[config.mk]
export PLATFORM = sky130hd
export DESIGN_NAME = diseqc_byte_enc
export DESIGN_NICKNAME = d
export VERILOG_FILES = /design/src/rtl/diseqc_enc_pkg.sv /design/src/rtl/diseqc_tick_latch.sv /design/src/rtl/diseqc_parity.sv /design/src/rtl/diseqc_sym_seq.sv /design/src/rtl/diseqc_byte_enc.sv
export SDC_FILE = /design/constraint.sdc
export NUM_CORES = 1
export LEC_CHECK = 0
export ABC_AREA = 0
export BUFFER_PORTS_ARGS = -buffer_cell sky130_fd_sc_hd__buf_2
export CORE_MARGIN = 2
export CORE_UTILIZATION = 30
export CTS_CLUSTER_DIAMETER = 100
export DETAILED_ROUTE_END_ITERATION = 8
export PLACE_DENSITY = 0.55
export SKIP_LAST_GASP = 1
export SLEW_MARGIN = 20
export SYNTH_ARGS = -nofsm -noshare
export SYNTH_HDL_FRONTEND = slang
export SYNTH_SLANG_ARGS = --single-unit
[constraint.sdc]
create_clock -name clk_i -period 3.1 [get_ports clk_i]
set_input_delay 0.62 -clock clk_i [delete_from_list [all_inputs] [get_ports clk_i]]
set_output_delay 0.62 -clock clk_i [all_outputs]
set_load 0.01 [all_outputs]
[src/rtl/diseqc_enc_pkg.sv]
package diseqc_enc_pkg;
  typedef enum logic [1:0] {
    PH_GAP  = 2'd0,
    PH_MARK = 2'd1,
    PH_TAIL = 2'd2
  } phase_e;
endpackage

[src/rtl/diseqc_tick_latch.sv]
module diseqc_tick_latch (
  input  logic clk_i,
  input  logic rst_ni,
  input  logic tick_i,
  input  logic consume_i,
  input  logic flush_i,
  output logic evt_o
);
  logic pend_q;

  assign evt_o = pend_q | tick_i;

  always_ff @(posedge clk_i or negedge rst_ni) begin
    if (!rst_ni)        pend_q <= 1'b0;
    else if (flush_i)   pend_q <= 1'b0;
    else if (consume_i) pend_q <= 1'b0;
    else                pend_q <= pend_q | tick_i;
  end

  AST_FLUSH_DROPS_PENDING: assert property (@(posedge clk_i) disable iff (!rst_ni)
    flush_i |=> !pend_q);
endmodule

[src/rtl/diseqc_parity.sv]
module diseqc_parity #(
  parameter int unsigned WIDTH = 8,
  parameter bit          ODD   = 1'b1
) (
  input  logic [WIDTH-1:0] data_i,
  output logic             par_o
);
  generate
    if (ODD) begin : g_odd
      assign par_o = ~(^data_i);
    end else begin : g_even
      assign par_o = ^data_i;
    end
  endgenerate
endmodule

[src/rtl/diseqc_sym_seq.sv]
module diseqc_sym_seq
  import diseqc_enc_pkg::*;
#(
  parameter int unsigned DATA_W = 8
) (
  input  logic              clk_i,
  input  logic              rst_ni,
  input  logic              start_i,
  input  logic [DATA_W-1:0] data_i,
  input  logic              par_i,
  input  logic              evt_i,
  output logic              busy_o,
  output logic              gate_o,
  output logic              done_o
);
  localparam int unsigned NSYM  = DATA_W + 1;
  localparam int unsigned IDX_W = $clog2(NSYM);
  localparam logic [IDX_W-1:0] LAST = IDX_W'(NSYM - 1);

  logic [NSYM-1:0]  sh_q;
  logic [IDX_W-1:0] idx_q;
  phase_e           ph_q;
  logic             busy_q, gate_q, done_q;

  always_ff @(posedge clk_i or negedge rst_ni) begin
    if (!rst_ni) begin
      sh_q   <= '0;
      idx_q  <= '0;
      ph_q   <= PH_GAP;
      busy_q <= 1'b0;
      gate_q <= 1'b0;
      done_q <= 1'b0;
    end else begin
      done_q <= 1'b0;
      if (start_i) begin
        sh_q   <= {data_i, par_i};
        idx_q  <= '0;
        ph_q   <= PH_GAP;
        busy_q <= 1'b1;
        gate_q <= 1'b0;
      end else if (busy_q && evt_i) begin
        unique case (ph_q)
          PH_GAP: begin
            gate_q <= 1'b1;
            ph_q   <= PH_MARK;
          end
          PH_MARK: begin
            if (sh_q[NSYM-1]) gate_q <= 1'b0;  // '1': short tone
            ph_q <= PH_TAIL;
          end
          default: begin
            gate_q <= 1'b0;
            ph_q   <= PH_GAP;
            if (idx_q == LAST) begin
              busy_q <= 1'b0;
              done_q <= 1'b1;
            end else begin
              idx_q <= idx_q + 1'b1;
              sh_q  <= {sh_q[NSYM-2:0], 1'b0};
            end
          end
        endcase
      end
    end
  end

  assign busy_o = busy_q;
  assign gate_o = gate_q;
  assign done_o = done_q;

  AST_IDX_IN_RANGE: assert property (@(posedge clk_i) disable iff (!rst_ni)
    idx_q <= LAST);
  AST_GATE_HOLDS_WITHOUT_TICK: assert property (@(posedge clk_i) disable iff (!rst_ni)
    (busy_q && !evt_i && !start_i) |=> $stable(gate_q));
  AST_GATE_LOW_IDLE: assert property (@(posedge clk_i) disable iff (!rst_ni)
    !busy_q |-> !gate_q);
  AST_GATE_LOW_IN_GAP: assert property (@(posedge clk_i) disable iff (!rst_ni)
    (busy_q && ph_q == PH_GAP) |-> !gate_q);
  AST_DONE_SINGLE: assert property (@(posedge clk_i) disable iff (!rst_ni)
    done_q |=> !done_q);
  AST_DONE_IDLE: assert property (@(posedge clk_i) disable iff (!rst_ni)
    done_q |-> !busy_q);
endmodule

[src/rtl/diseqc_byte_enc.sv]
module diseqc_byte_enc #(
  parameter int unsigned DATA_W = 8
) (
  input  logic              clk_i,
  input  logic              rst_ni,
  input  logic              tick_i,
  input  logic              in_valid_i,
  output logic              in_ready_o,
  input  logic [DATA_W-1:0] in_data_i,
  input  logic              in_first_i,
  output logic              gate_o,
  output logic              done_o
);
  logic busy, evt, start, par;

  assign in_ready_o = !busy;
  assign start      = in_valid_i && !busy;

  diseqc_tick_latch u_tick (
    .clk_i     (clk_i),
    .rst_ni    (rst_ni),
    .tick_i    (tick_i),
    .consume_i (busy && evt),
    .flush_i   (start && in_first_i),
    .evt_o     (evt)
  );

  diseqc_parity #(.WIDTH(DATA_W), .ODD(1'b1)) u_par (
    .data_i (in_data_i),
    .par_o  (par)
  );

  diseqc_sym_seq #(.DATA_W(DATA_W)) u_seq (
    .clk_i   (clk_i),
    .rst_ni  (rst_ni),
    .start_i (start),
    .data_i  (in_data_i),
    .par_i   (par),
    .evt_i   (evt),
    .busy_o  (busy),
    .gate_o  (gate_o),
    .done_o  (done_o)
  );

  AST_READY_AFTER_DONE: assert property (@(posedge clk_i) disable iff (!rst_ni)
    done_o |-> in_ready_o);
  AST_BUSY_AFTER_ACCEPT: assert property (@(posedge clk_i) disable iff (!rst_ni)
    (in_valid_i && in_ready_o) |=> !in_ready_o);
endmodule

==> metrics.yaml <==
grt_pass1_vias: 661
drive_above_1_share_pct: 18.0
synth_enable_flop_cells: 0
htreeDepth: 1
final_area_mm2: 0.00105
rsz0062_at_grt: "no"
cp_top_family: "simple AND/OR/NAND/NOR gates"
hold_path_class: "primary input to asynchronous set/reset pin"
critPathMaxStageDelay_ns: 0.48
drtIter0Drc: 29
synth-seq-cells: 19
power_density_mw_per_mm2: 741
drv_cap: 0
antenna_found_initial: 0
synth_top_cell_area_share_pct: 51.1
cp.required_ns: 3.32
avgViaCountPerCell: 4.99
rr_endpoint: "u_seq.idx_q[2]"
ys_warn_count: 0
cts_hold_buf: 0
worst_pin_slew_ns: 0.471
gp_congestion: 0.783
syn-num-nets: 111
path_class: "flop to flop"
slowest_stage: "dfrtp_1"
drc_errors: 0
dieArea_mm2: 0.00356
maxSlewViolCount: 0
clk_pin_slew_worst_paths_ns: 0.10
setup_viol: 0
clock_latency_ns: 0.29
period_share_pct: 58.4
crit_end: "u_seq.idx_q[2]"
antenna_cells: 0
cp-start-kind: "flop"
grt_util_all_layers_pct: 10.7
clockRootBuffer: "clkbuf_4"
cts_tree: "done"
synth_area_um2: 931
r2r_cells: 4
syn_inst: 96
r2r-start: "u_seq.busy_o"
max_freq_mhz: 553
fin_setup_tns_ns: 0
regToRegSetupSlack_ns: 1.29
vias: 719
synthFlopType: "dfrtp_1"
die_x_um: 59.7
portBuffers: 15
crit_fanout: 11
leakagePower_nw: 0.475
synth_area_leaders: "dfrtp_1, o22ai_1, nor2_1"
synth.distinct_cells: 25
hold_violations: 0
final_antenna_net_count: 0
status: "complete, no violations"
finClkSkew_ns: 0.00174
cts_max_path_buffers: 2
grt_overflow: 0
min_period_ns: 1.81
num_rows: 20
first_pass_iters: 3
wl_per_cell_um: 11.7
synth_area_per_cell_um2: 9.70
critPathBufInv: 0
seq_area_frac_synth_pct: 51.1
start_util_pct: 31.0
wl_mm: 1.68
post-cts-setup-buffers: 0
synth_top_cell_by_area: "dfrtp_1"
die-height_um: 59.7
ir_drop_uv: 174
cp_cell_sequence: "nand2b_1, nand2_1, or3b_1, a21oi_1"
cts_buffers: 3
synthArstFlopShare_pct: 100
end_kind: "flop"
dp_hpwl_mm: 1.24
nets: 127
worst-path-stages: 4
grt_max_degree: 20
grt_pass1_wl_mm: 2.81
max_slew_margin_pct: 68.5
placed_area_mm2: 0.00102
startpoint: "u_seq.busy_o"
cts-resized-gates: 0
syn2layout_area_growth_pct: 12.6
core_area_mm2: 0.00300
arrival_ns: 2.03
clock_sinks: 19
pin_count: 16
layout make-up:
| class | count | area, um^2 |
|---|---|---|
| repair buffers | 15 | 75.1 |
| fillers | 322 | 1950 |
| flip-flops and latches | 19 | 475 |
| multi-input cells | 66 | 404 |
| well taps | 33 | 41.3 |
| inverters | 7 | 26.3 |
| clock buffers | 4 | 26.3 |
worst min path at each step:
stage | to | slack (ns) | depth (start not counted)
after global routing | u_seq.sh_q[5] | 0.27 | 1
after CTS | u_seq.idx_q[1] | 0.26 | 1
after detailed placement | u_seq.sh_q[6] | 0.52 | 2
after floorplan | u_seq.busy_o | 0.32 | 0
final | u_seq.sh_q[5] | 0.25 | 1
after global placement | u_seq.sh_q[6] | 0.52 | 2
report_power, final:
group / switching [mW] / total (mW) / leakage, nW / internal (mW)
registers: 0.0661 / 0.403 / 0.220 / 0.337
clock network: 0.0731 / 0.123 / 0.0150 / 0.0500
logic: 0.135 / 0.250 / 0.240 / 0.115
stage by stage:
| stage | hold WS (ns) | util, % | worst slack (ns) | power, mW | instances |
|---|---|---|---|---|---|
| after floorplan | 0.324 | - | 1.67 | 0.598 | 96 |
| after global placement | 0.517 | 34.0 | 1.20 | 0.654 | 140 |
| after detailed placement | 0.525 | 34.0 | 1.17 | 0.661 | 140 |
| after CTS | 0.258 | 34.9 | 1.31 | 0.785 | 144 |
| after global routing | 0.270 | 34.9 | 1.17 | 0.850 | 144 |
| final | 0.246 | 34.9 | 1.29 | 0.777 | 144 |
cell families (layout without fill, tap and decap cells):
group                      Yosys count  count (layout)  synth area share (%)
AOI/OAI and AO/OA                   28              28                  18.8
muxes                                1               1                  1.08
buffers and inverters               11              26                  5.51
xor gates and xnor gates             8               8                  7.53
adders and majority gates            2               2                  2.69
and+or+nand+nor                     27              27                  13.3
DFF                                 19              19                  51.1
cells in the mapped netlist (2+ instances only):
| cell type | count |
|---|---|
| inv_1 | 7 |
| buf_4 | 2 |
| ha_1 | 2 |
| a21oi_1 | 11 |
| xor2_1 | 2 |
| nand2_1 | 4 |
| o22ai_1 | 11 |
| nor2_1 | 16 |
| dfrtp_1 | 19 |
| xnor2_1 | 6 |
| buf_2 | 2 |
state kept, by name, indices dropped and copies added (netlist names):
name           count
u_seq.gate_o       1
u_seq.sh_q         9
u_seq.ph_q         2
u_seq.idx_q        4
u_seq.done_o       1
u_tick.pend_q      1
u_seq.busy_o       1
metal layers:
metal | routed length [um] | GRT usage [%] | vias to the layer above
li1 | - | - | 363
met1 | 808 | 13.0 | 341
met2 | 779 | 17.2 | 11
met3 | 46 | 2.16 | 4
met4 | 50 | 6.67 | 0
met5 | 0 | 0 | -
cell usage in the layout, fill, tap and decap left out, drive strengths merged:
cell type and count:
a211oi 1, a21oi 11, a22oi 1, and3b 1, buf 15, clkbuf 4
dfrtp 19, ha 2, inv 7, mux2i 1, nand2 4, nand2b 1
nand4 1, nor2 16, nor2b 1, nor3 1, nor3b 1, o211a 1
o211ai 1, o21ai 2, o22ai 11, or3b 1, xnor2 6, xor2 2
(Power assumes the default switching activity.)
